## src/rtl/vtu_pkg.sv

```systemverilog
package vtu_pkg;
  parameter int VID_W  = 12;
  parameter int MASK_W = 10;
  parameter int PORT_W = 4;
  parameter int OP_W   = 3;

  localparam logic [OP_W-1:0] OP_NOP    = 3'd0;
  localparam logic [OP_W-1:0] OP_FLUSH  = 3'd1;
  localparam logic [OP_W-1:0] OP_LOAD   = 3'd2;
  localparam logic [OP_W-1:0] OP_PURGE  = 3'd3;
  localparam logic [OP_W-1:0] OP_RMPORT = 3'd4;

  // command register field positions
  localparam int CMD_BUSY_BIT = 3;
  localparam int CMD_FULL_BIT = 4;
  localparam int CMD_PORT_LSB = 8;
  localparam int CMD_VID_LSB  = 16;
  // data register field positions
  localparam int DAT_VALID_BIT = 11;

  typedef struct packed {
    logic              valid;
    logic [VID_W-1:0]  vid;
    logic [MASK_W-1:0] mask;
  } vtu_entry_t;

  function automatic logic is_walk(input logic [OP_W-1:0] op);
    return (op == OP_FLUSH) || (op == OP_RMPORT);
  endfunction
endpackage

```

## src/rtl/vtu_cmd_regs.sv

```systemverilog
module vtu_cmd_regs
  import vtu_pkg::*;
(
  input  logic              clk,
  input  logic              rst_n,
  input  logic              bus_wr,
  input  logic              bus_sel,
  input  logic [31:0]       bus_wdata,
  output logic [31:0]       bus_rdata,
  input  logic              done,
  input  logic              set_full,
  output logic [OP_W-1:0]   op_q,
  output logic [VID_W-1:0]  vid_q,
  output logic [PORT_W-1:0] port_q,
  output logic              busy_q,
  output logic              full_q,
  output logic [MASK_W-1:0] dmask_q,
  output logic              dvalid_q
);
  logic cmd_take;
  logic dat_take;

  assign cmd_take = bus_wr && !bus_sel && !busy_q;
  assign dat_take = bus_wr && bus_sel;

  always_ff @(posedge clk or negedge rst_n) begin
    if (!rst_n) begin
      op_q   <= '0;
      vid_q  <= '0;
      port_q <= '0;
      busy_q <= 1'b0;
      full_q <= 1'b0;
    end else if (cmd_take) begin
      op_q   <= bus_wdata[OP_W-1:0];
      busy_q <= bus_wdata[CMD_BUSY_BIT];
      port_q <= bus_wdata[CMD_PORT_LSB +: PORT_W];
      vid_q  <= bus_wdata[CMD_VID_LSB +: VID_W];
      full_q <= 1'b0;
    end else begin
      if (done)     busy_q <= 1'b0;
      if (set_full) full_q <= 1'b1;
    end
  end

  always_ff @(posedge clk or negedge rst_n) begin
    if (!rst_n) begin
      dmask_q  <= '0;
      dvalid_q <= 1'b0;
    end else if (dat_take) begin
      dmask_q  <= bus_wdata[MASK_W-1:0];
      dvalid_q <= bus_wdata[DAT_VALID_BIT];
    end
  end

  always_comb begin
    bus_rdata = '0;
    if (bus_sel) begin
      bus_rdata[MASK_W-1:0]    = dmask_q;
      bus_rdata[DAT_VALID_BIT] = dvalid_q;
    end else begin
      bus_rdata[OP_W-1:0]               = op_q;
      bus_rdata[CMD_BUSY_BIT]           = busy_q;
      bus_rdata[CMD_FULL_BIT]           = full_q;
      bus_rdata[CMD_PORT_LSB +: PORT_W] = port_q;
      bus_rdata[CMD_VID_LSB +: VID_W]   = vid_q;
    end
  end

  logic unused_wbits;
  assign unused_wbits = ^{bus_wdata[31:28], bus_wdata[15:12], bus_wdata[10],
                          bus_wdata[7:4]};
endmodule

```

## src/rtl/vtu_table.sv

```systemverilog
module vtu_table
  import vtu_pkg::*;
#(
  parameter int ENTRIES = 16,
  localparam int IDX_W = $clog2(ENTRIES)
)(
  input  logic              clk,
  input  logic              rst_n,
  // single write port
  input  logic              upd_en,
  input  logic [IDX_W-1:0]  upd_idx,
  input  vtu_entry_t        upd_ent,
  // search on the command VID
  input  logic [VID_W-1:0]  srch_vid,
  output logic              srch_hit,
  output logic [IDX_W-1:0]  srch_idx,
  output logic              free_any,
  output logic [IDX_W-1:0]  free_idx,
  // indexed read for table walks
  input  logic [IDX_W-1:0]  rd_idx,
  output vtu_entry_t        rd_ent,
  // lookup stream
  input  logic              lk_valid,
  input  logic [VID_W-1:0]  lk_vid,
  output logic              lk_rsp_valid,
  output logic              lk_hit,
  output logic [MASK_W-1:0] lk_mask
);
  vtu_entry_t ent [ENTRIES];

  for (genvar gi = 0; gi < ENTRIES; gi++) begin : gen_entry
    vtu_entry_t ent_q;
    always_ff @(posedge clk or negedge rst_n) begin
      if (!rst_n)
        ent_q <= '0;
      else if (upd_en && (upd_idx == IDX_W'(gi)))
        ent_q <= upd_ent;
    end
    assign ent[gi] = ent_q;
  end

  logic              lk_hit_c;
  logic [MASK_W-1:0] lk_mask_c;

  // descending scan so the lowest index wins
  always_comb begin
    srch_hit  = 1'b0;
    srch_idx  = '0;
    free_any  = 1'b0;
    free_idx  = '0;
    lk_hit_c  = 1'b0;
    lk_mask_c = '0;
    for (int i = ENTRIES - 1; i >= 0; i--) begin
      if (ent[i].valid && (ent[i].vid == srch_vid)) begin
        srch_hit = 1'b1;
        srch_idx = IDX_W'(i);
      end
      if (!ent[i].valid) begin
        free_any = 1'b1;
        free_idx = IDX_W'(i);
      end
      if (ent[i].valid && (ent[i].vid == lk_vid)) begin
        lk_hit_c  = 1'b1;
        lk_mask_c = ent[i].mask;
      end
    end
  end

  assign rd_ent = ent[rd_idx];

  always_ff @(posedge clk or negedge rst_n) begin
    if (!rst_n) begin
      lk_rsp_valid <= 1'b0;
      lk_hit       <= 1'b0;
      lk_mask      <= '0;
    end else begin
      lk_rsp_valid <= lk_valid;
      lk_hit       <= lk_valid && lk_hit_c;
      lk_mask      <= (lk_valid && lk_hit_c) ? lk_mask_c : '0;
    end
  end
endmodule

```

## src/rtl/vtu_engine.sv

```systemverilog
module vtu_engine
  import vtu_pkg::*;
#(
  parameter int ENTRIES = 16,
  localparam int IDX_W = $clog2(ENTRIES)
)(
  input  logic              clk,
  input  logic              rst_n,
  input  logic              busy,
  input  logic [OP_W-1:0]   op,
  input  logic [VID_W-1:0]  vid,
  input  logic [PORT_W-1:0] port,
  input  logic [MASK_W-1:0] dmask,
  input  logic              srch_hit,
  input  logic [IDX_W-1:0]  srch_idx,
  input  logic              free_any,
  input  logic [IDX_W-1:0]  free_idx,
  input  vtu_entry_t        rd_ent,
  output logic [IDX_W-1:0]  rd_idx,
  output logic              upd_en,
  output logic [IDX_W-1:0]  upd_idx,
  output vtu_entry_t        upd_ent,
  output logic              done,
  output logic              set_full
);
  localparam logic [IDX_W-1:0] LAST_IDX = IDX_W'(ENTRIES - 1);

  logic [IDX_W-1:0] walk_q;
  logic             walking;

  assign walking = busy && is_walk(op);
  assign rd_idx  = walk_q;
  assign done    = busy && (!is_walk(op) || (walk_q == LAST_IDX));

  always_ff @(posedge clk or negedge rst_n) begin
    if (!rst_n)
      walk_q <= '0;
    else if (walking)
      walk_q <= (walk_q == LAST_IDX) ? '0 : walk_q + 1'b1;
  end

  logic [MASK_W-1:0] port_bit;
  always_comb begin
    port_bit = '0;
    for (int b = 0; b < MASK_W; b++)
      if (port == PORT_W'(b)) port_bit[b] = 1'b1;
  end

  always_comb begin
    upd_en   = 1'b0;
    upd_idx  = '0;
    upd_ent  = '0;
    set_full = 1'b0;
    if (busy) begin
      case (op)
        OP_LOAD: begin
          upd_ent.valid = 1'b1;
          upd_ent.vid   = vid;
          upd_ent.mask  = dmask;
          if (srch_hit) begin
            upd_en  = 1'b1;
            upd_idx = srch_idx;
          end else if (free_any) begin
            upd_en  = 1'b1;
            upd_idx = free_idx;
          end else begin
            set_full = 1'b1;
          end
        end
        OP_PURGE: begin
          upd_en  = srch_hit;
          upd_idx = srch_idx;
        end
        OP_FLUSH: begin
          upd_en  = 1'b1;
          upd_idx = walk_q;
        end
        OP_RMPORT: begin
          upd_en       = rd_ent.valid;
          upd_idx      = walk_q;
          upd_ent      = rd_ent;
          upd_ent.mask = rd_ent.mask & ~port_bit;
        end
        default: ;
      endcase
    end
  end
endmodule

```

## src/rtl/vtu_cmd_engine.sv

```systemverilog
module vtu_cmd_engine
  import vtu_pkg::*;
#(
  parameter int ENTRIES = 16
)(
  input  logic              clk,
  input  logic              rst_n,
  input  logic              bus_wr,
  input  logic              bus_sel,
  input  logic [31:0]       bus_wdata,
  output logic [31:0]       bus_rdata,
  input  logic              lk_valid,
  output logic              lk_ready,
  input  logic [VID_W-1:0]  lk_vid,
  output logic              lk_rsp_valid,
  output logic              lk_hit,
  output logic [MASK_W-1:0] lk_mask
);
  localparam int IDX_W = $clog2(ENTRIES);

  logic [OP_W-1:0]   op_w;
  logic [VID_W-1:0]  vid_w;
  logic [PORT_W-1:0] port_w;
  logic              busy_w, full_w, done_w, set_full_w;
  logic [MASK_W-1:0] dmask_w;
  logic              dvalid_w;
  logic              srch_hit_w, free_any_w, upd_en_w;
  logic [IDX_W-1:0]  srch_idx_w, free_idx_w, rd_idx_w, upd_idx_w;
  vtu_entry_t        rd_ent_w, upd_ent_w;

  assign lk_ready = 1'b1;

  vtu_cmd_regs u_regs (
    .clk, .rst_n, .bus_wr, .bus_sel, .bus_wdata, .bus_rdata,
    .done(done_w), .set_full(set_full_w),
    .op_q(op_w), .vid_q(vid_w), .port_q(port_w), .busy_q(busy_w),
    .full_q(full_w), .dmask_q(dmask_w), .dvalid_q(dvalid_w)
  );

  vtu_engine #(.ENTRIES(ENTRIES)) u_engine (
    .clk, .rst_n, .busy(busy_w), .op(op_w), .vid(vid_w), .port(port_w),
    .dmask(dmask_w), .srch_hit(srch_hit_w), .srch_idx(srch_idx_w),
    .free_any(free_any_w), .free_idx(free_idx_w), .rd_ent(rd_ent_w),
    .rd_idx(rd_idx_w), .upd_en(upd_en_w), .upd_idx(upd_idx_w),
    .upd_ent(upd_ent_w), .done(done_w), .set_full(set_full_w)
  );

  vtu_table #(.ENTRIES(ENTRIES)) u_table (
    .clk, .rst_n, .upd_en(upd_en_w), .upd_idx(upd_idx_w), .upd_ent(upd_ent_w),
    .srch_vid(vid_w), .srch_hit(srch_hit_w), .srch_idx(srch_idx_w),
    .free_any(free_any_w), .free_idx(free_idx_w),
    .rd_idx(rd_idx_w), .rd_ent(rd_ent_w),
    .lk_valid, .lk_vid, .lk_rsp_valid, .lk_hit, .lk_mask
  );

  logic unused_dv;
  assign unused_dv = dvalid_w;
endmodule

```

## config.mk

```make
export PLATFORM = sky130hd
export DESIGN_NAME = vtu_cmd_engine
export DESIGN_NICKNAME = d
export VERILOG_FILES = /design/src/rtl/vtu_pkg.sv /design/src/rtl/vtu_cmd_regs.sv /design/src/rtl/vtu_table.sv /design/src/rtl/vtu_engine.sv /design/src/rtl/vtu_cmd_engine.sv
export SDC_FILE = /design/constraint.sdc
export NUM_CORES = 1
export LEC_CHECK = 0
export ABC_AREA = 1
export BUFFER_PORTS_ARGS = -buffer_cell sky130_fd_sc_hd__buf_2
export CORE_AREA = 2 2 256 258
export CTS_CLUSTER_SIZE = 24
export DETAILED_ROUTE_END_ITERATION = 10
export DIE_AREA = 0 0 258 260
export PLACE_DENSITY = 0.6
export SKIP_CTS_REPAIR_TIMING = 1
export SYNTH_ARGS = -nofsm -noshare
export SYNTH_HDL_FRONTEND = slang
export SYNTH_HIERARCHICAL = 1
export SYNTH_SLANG_ARGS = --single-unit
```

## constraint.sdc

```tcl
create_clock -name clk -period 6.67 [get_ports clk]
set_input_delay 1.334 -clock clk [delete_from_list [all_inputs] [get_ports clk]]
set_output_delay 1.334 -clock clk [all_outputs]
set_load 0.005 [all_outputs]
```

Yosys cells after proc, flatten, opt, wreduce, memory -nomap -nowiden. Index checks and enable logic that the tools add are counted.

Reductions and logical operators: 64. Magnitude comparators: 1. Eq/ne operators: 61. Muxes and demuxes: 135. Add/subtract/negate cells: 1. Bitwise logic cells: 3.

Operators by type and width (count): == test 12 bit (32); two-way mux 10 bit (17); two-way mux 4 bit (36); binary-select mux 23 bit (select 4 bit) (1); two-way mux 1 bit (71); two-way mux 23 bit (3); logical AND 1 bit (54); case mux 23 bit (2 select lines) (1); == test 4 bit (second input constant) (11); == test 4 x 3 -> 1 bit (second input constant) (8); == test 4 x 2 -> 1 bit (second input constant) (4); two-way mux 12 bit (1); case mux 4 bit (3 select lines) (1); AND 10 bit (1); inverter 10 bit (1); == test 4 x 1 -> 1 bit (second input constant) (2); logical NOT 4 bit (2); == test 3 x 2 -> 1 bit (second input constant) (2); greater-or-equal comparator 5 bit (second input constant) (1); two-way mux 5 bit (1); inverter 4 -> 5 bit (1); adder 4 x 1 -> 4 bit (second input constant) (1); case mux 1 bit (4 select lines) (1); nonzero test 2 bit (2); 7 further kinds (10).

Input port bits: 49. Bits in registers: 416.

Depth between registers and ports, before layout.
Depth in word-level cells: 23. Mapped depth: 33. Gate-level depth less buffers: 31.

Cells and area by module. The synthesis kept the hierarchy.

By module, submodules not included: vtu_table (seq. area each 9509.1 um^2, instances 1, cells each 3422, area an instance 24192.0 um^2); vtu_cmd_regs (seq. area each 800.8 um^2, instances 1, cells each 207, area an instance 1595.3 um^2); vtu_engine (seq. area each 100.1 um^2, instances 1, cells each 179, area an instance 910.9 um^2); vtu_cmd_engine (seq. area each 0.0 um^2, instances 1, cells each 2, area an instance 11.3 um^2).

Worst setup path after synthesis. Ideal clock, no wire load.

Path type: flip-flop to flip-flop. Start point: register u_regs.vid_q[1]. End point: register u_table.gen_entry[6].ent_q (netlist bit u_table/ent[213]). Stages on the path, launching flop included: 27. Library setup time: 0.078 ns. Period minus slack after synthesis: 3.756 ns. Arrival: 3.679 ns. Path buffers: 4. Setup slack: 2.914 ns. Required time: 6.592 ns. Path through: dfrtp_1 -> clkbuf_1 -> inv_1 -> clkbuf_1 -> o22ai_1 -> a221oi_1 -> nand3_1 -> a211oi_1 -> nand4_1 -> nand2_1 -> inv_1 -> nand3_1 -> nand3b_1 -> clkbuf_2 -> inv_1 -> nand3_1 -> nand2_1 -> nand2_1 -> nand3_1 -> nand2_1 -> inv_1 -> nor2_1 -> inv_1 -> nor4_2 -> clkbuf_1 -> nor2_1 -> a21oi_1.

Cells in the longest elaborated chain, start to end: 23.

Ends and longest elaborated chain: start: declaration (line vtu_cmd_regs.sv:13) `output logic [VID_W-1:0] vid_q,`; start signal: assignment (line vtu_cmd_regs.sv:37) `vid_q <= bus_wdata[CMD_VID_LSB +: VID_W];`; == test 12 bit (line vtu_table.sv:54) `if (ent[i].valid && (ent[i].vid == srch_vid)) begin`; logical AND 1 bit (line vtu_table.sv:54); two-way mux 1 bit (15 in series) (line vtu_table.sv:54); two-way mux 1 bit * (line vtu_table.sv:54); via srch_hit_w (line vtu_cmd_engine.sv:27) `logic srch_hit_w, free_any_w, upd_en_w;`; two-way mux 4 bit * (line vtu_engine.sv:60) `if (srch_hit) begin`; case mux 4 bit (3 select lines) * (line vtu_engine.sv:55) `case (op)`; two-way mux 4 bit * (line vtu_engine.sv:54) `if (busy) begin`; via upd_idx_w[3] (line vtu_cmd_engine.sv:28) `logic [IDX_W-1:0] srch_idx_w, free_idx_w, rd_idx_w, upd_idx_w;`; == test 4 x 3 -> 1 bit * (line vtu_table.sv:36) `else if (upd_en && (upd_idx == IDX_W'(gi)))`; logical AND 1 bit * (line vtu_table.sv:36); end signal: assignment (line vtu_table.sv:37) `ent_q <= upd_ent;`; end: declaration (line vtu_table.sv:32) `vtu_entry_t ent_q;`.

Mark *: on every way through the listed nets, which the timed path passes. The rest lies on a longest branch. A chain may end at the register's enable or synchronous reset.

Worst setup path after layout.
Start point: register u_regs.vid_q[10]. End point: register u_table.gen_entry[8].ent_q (netlist bit u_table/ent[181]).

RTL lines (line): == test 12 bit (vtu_table.sv:54); logical AND 1 bit (vtu_table.sv:54); two-way mux 1 bit (15 in series) (vtu_table.sv:54); two-way mux 1 bit * (vtu_table.sv:54); via srch_hit_w (vtu_cmd_engine.sv:27); two-way mux 1 bit (vtu_engine.sv:60); case mux 1 bit (4 select lines) * (vtu_engine.sv:55); two-way mux 1 bit * (vtu_engine.sv:54); via upd_en_w (vtu_cmd_engine.sv:27); logical AND 1 bit * (vtu_table.sv:36); end signal: assignment (vtu_table.sv:37); end: declaration (vtu_table.sv:32).

Marks and branches as above.

==> flow_metrics.env <==
export IMPL_grt_start_max_net_pins=120
export IMPL_capture_endpoint_of_the_worst_hold_path="u_regs/dvalid_q"
export IMPL_rows=93
export IMPL_detail_route_iter0_violations=4420
export IMPL_detail_route_wl_per_cell_um=24.6
export IMPL_synth_avg_cell_area_um2=7.01
export IMPL_remaining_max_slew_budget_at_the_tightest_pin_pct=15.7
export IMPL_cp_end_kind="flip-flop"
export IMPL_holdCritPathClass="flip-flop to flip-flop"
export IMPL_route_antenna_remaining_nets=0
export IMPL_grt_first_pass_wirelength_mm=167
export IMPL_critical_path_reg2reg_startpoint="u_regs/vid_q[10]"
export IMPL_outcome="finished clean"
export IMPL_drc=0
export IMPL_vdd_ir_drop_max_mv=0.353
export IMPL_cts_root_buf="sky130_fd_sc_hd__clkbuf_16"
export IMPL_cts_buffers_inserted=47
export IMPL_p_leak_nw=12.3
export IMPL_fin_crit_sh_pct=82.6
export IMPL_final_setup_worst_slack_ps=1160
export IMPL_hold_start="u_regs/dvalid_q"
export IMPL_vias=27700
export IMPL_number_of_max_cap_violations=0
export IMPL_drt_first_pass_iters=6
export IMPL_grt_overflow_total=0
export IMPL_first_global_vias=24600
export IMPL_data_required_critical_path_ps=7100
export IMPL_path_class="flip-flop to flip-flop"
export IMPL_route_detailed_vias_per_inst=5.99
export IMPL_synthesis_area_mm2=0.0267
export IMPL_layout_drive_gt1_share_pct=7.69
export IMPL_start_util_pct=41.7
export IMPL_yosys_warnings=6
export IMPL_setup_total_negative_slack_ps=0
export IMPL_boundaryPins=94
export IMPL_cts_tree="yes"
export IMPL_path_max_fanout=26
export IMPL_die_width_um=258
export IMPL_synth_seq_cells=416
export IMPL_mostFrequentLayoutCell="sky130_fd_sc_hd__nand2_1"
export IMPL_max_freq_mhz=182
export IMPL_data_arrival_at_the_endpoint_of_the_critical_path_ps=5940
export IMPL_dp_worst_setup_slack_ps=1410
export IMPL_timing_final_setup_violations=0
export IMPL_number_of_library_cell_types_mapped_by_synthesis=56
export IMPL_ctsHtreeMaxLevel=2
export IMPL_grt_antenna_before_repair=2
export IMPL_core_utilization_of_the_finished_layout_pct=45.4
export IMPL_finalMaxSlewViolations=0
export IMPL_reg2reg_to="u_table/ent[181]"
export IMPL_cp_start_kind="flip-flop"
export IMPL_clock_skew_final_ps=23.3
export IMPL_nNetsFinal=3782
export IMPL_dp_hpwl_mm=74.4
export IMPL_finalHoldViolCount=0
export IMPL_fp_coreArea_mm2=0.0641
export IMPL_path_clk_slew_ps=60
export IMPL_rsz0062_at_grt="false"
export IMPL_fin_total_pwr_mw=9.62
export IMPL_final_cell_mix="sky130_fd_sc_hd__nand2_1 (927), sky130_fd_sc_hd__o21ai_0 (754), sky130_fd_sc_hd__dfrtp_1 (414)"
export IMPL_portBuffers=76
export IMPL_drt_wl_total_mm=114
export IMPL_place_gp_congestion=1.02
export IMPL_clock_tree_buffer_depth=3
export IMPL_die_area_mm2=0.0671
export IMPL_gr_usage_all_layers_pct=33.4
export IMPL_clkSinkCount=416
export IMPL_worst_hold_path_num_cells=2
export IMPL_reg2regPathDepth=17
export IMPL_ys_seq_area_share_pct=39.0
export IMPL_worst_slew_pin_slew_ps=1260
export IMPL_flow_area_growth_from_synthesis_pct=9.02
export IMPL_clk_latency_ps=610
export IMPL_number_of_standard_cells_after_synthesis=3810
export IMPL_power_density_mw_per_mm2=330
export IMPL_r2r_setup_slack_ps=1160
export IMPL_chipHeight_um=260
export IMPL_final_period_minus_worst_setup_slack_ps=5510
area by class of cell:
cell class                 instances  area [um^2]
inverter                         422         1590
multi-input combinational       2708        13500
timing repair buffer             137          873
antenna                            3         7.51
clock inverter                    26          360
sequential                       416        10400
tap                              855         1070
fill                            6509        35000
clock buffer                      60         1330
routing by layer:
layer  wire length (um)  vias to the layer above  track usage [%]
met4               5950                        0             14.5
met3              14900                      337             9.03
li1                   -                    12500                -
met2              44800                     1933             45.8
met1              48200                    13000             48.8
met5                  0                        -                0
metrics by stage:
step | instances | hold WS, ps | cell area, um^2
6_report | 4627 | 478 | 29100
5_1_grt | 4624 | 504 | 29100
4_1_cts | 4624 | 476 | 29100
3_5_place_dp | 4538 | 461 | 27400
3_3_place_gp | 4538 | 460 | 27400
2_1_floorplan | 3817 | 442 | 26700
worst max-delay path, stage by stage (launching register included):
cell and delay, ps:
sky130_fd_sc_hd__dfrtp_1 1000, sky130_fd_sc_hd__buf_4 370, sky130_fd_sc_hd__xnor2_1 140, sky130_fd_sc_hd__o2111ai_1 120, sky130_fd_sc_hd__nor4_1 190, sky130_fd_sc_hd__nand4_1 380, sky130_fd_sc_hd__nand3_1 270, sky130_fd_sc_hd__nand3b_1 320
sky130_fd_sc_hd__o21ai_0 120, sky130_fd_sc_hd__nor2_1 90, sky130_fd_sc_hd__nor2_1 50, sky130_fd_sc_hd__nor2_1 430, sky130_fd_sc_hd__inv_1 270, sky130_fd_sc_hd__nor3_1 380, sky130_fd_sc_hd__nand2_1 550, sky130_fd_sc_hd__buf_4 430
sky130_fd_sc_hd__nand2_1 90, sky130_fd_sc_hd__o21ai_0 80
sequential cells by signal, summed over array words and instances (netlist names), 3 cells and up:
signal / flops
u_regs/vid_q: 12
u_regs/op_q: 3
u_table/lk_mask: 10
u_regs/port_q: 4
u_regs/dmask_q: 10
u_engine/rd_idx: 4
u_table/ent: 368
synth_stat cells (all sizes together):
cell type	n	area (um^2)
nand2	934	3540
nor3b	3	22.5
xor2	55	482
o22ai	112	701
a211oi	12	100
or2	8	50.1
a2111oi	7	62.6
or4	1	7.51
nor3	24	158
ha	1	12.5
clkbuf	188	709
o221ai	32	280
inv	419	1580
xnor2	74	648
conb	2	7.51
nor4	26	181
nand4	36	238
buf	83	589
nand3b	2	15.0
mux2i	2	20.0
o21ai	781	3920
dfrtp	416	10400
a221o	1	10.0
a31oi	3	18.8
o211ai	16	120
nor2	222	892
a21oi	181	925
a21boi	2	18.8
a221oi	24	210
clkinv	3	11.3
o2111ai	16	146
o21bai	1	7.51
nand3	123	621
kinds of logic (layout without fill, tap and decap cells):
| kind of cell | count (synthesis) | in the layout | share of synthesized area, % |
|---|---|---|---|
| fa+ha+maj | 1 | 1 | 0.0468 |
| simple gates | 1379 | 1379 | 21.4 |
| mux | 2 | 2 | 0.0750 |
| buf+inv | 693 | 645 | 10.8 |
| flops | 416 | 416 | 39.0 |
| other cells | 2 | 12 | 0.0281 |
| xor+xnor | 129 | 129 | 4.23 |
| compound gates | 1188 | 1188 | 24.4 |
worst max-delay path by stage:
stage                startpoint                  to  slack [ps]
3_5_place_dp          lk_vid[9]  u_table/lk_mask[4]        1410
3_3_place_gp          lk_vid[9]  u_table/lk_mask[4]        1420
2_1_floorplan   u_regs/vid_q[1]    u_table/ent[213]        2910
5_1_grt         u_regs/vid_q[2]    u_table/ent[176]         820
6_report       u_regs/vid_q[10]    u_table/ent[181]        1160
4_1_cts         u_regs/vid_q[2]    u_table/ent[181]        1440
power by group:
| part | internal [mW] | switching [mW] | leakage (nW) |
|---|---|---|---|
| clock network | 1.71 | 1.16 | 0.833 |
| logic | 0.954 | 2.79 | 5.73 |
| registers | 2.67 | 0.324 | 5.75 |
| total | 5.34 | 4.28 | 12.3 |
No activity file was read; power rests on OpenSTA's default activity.
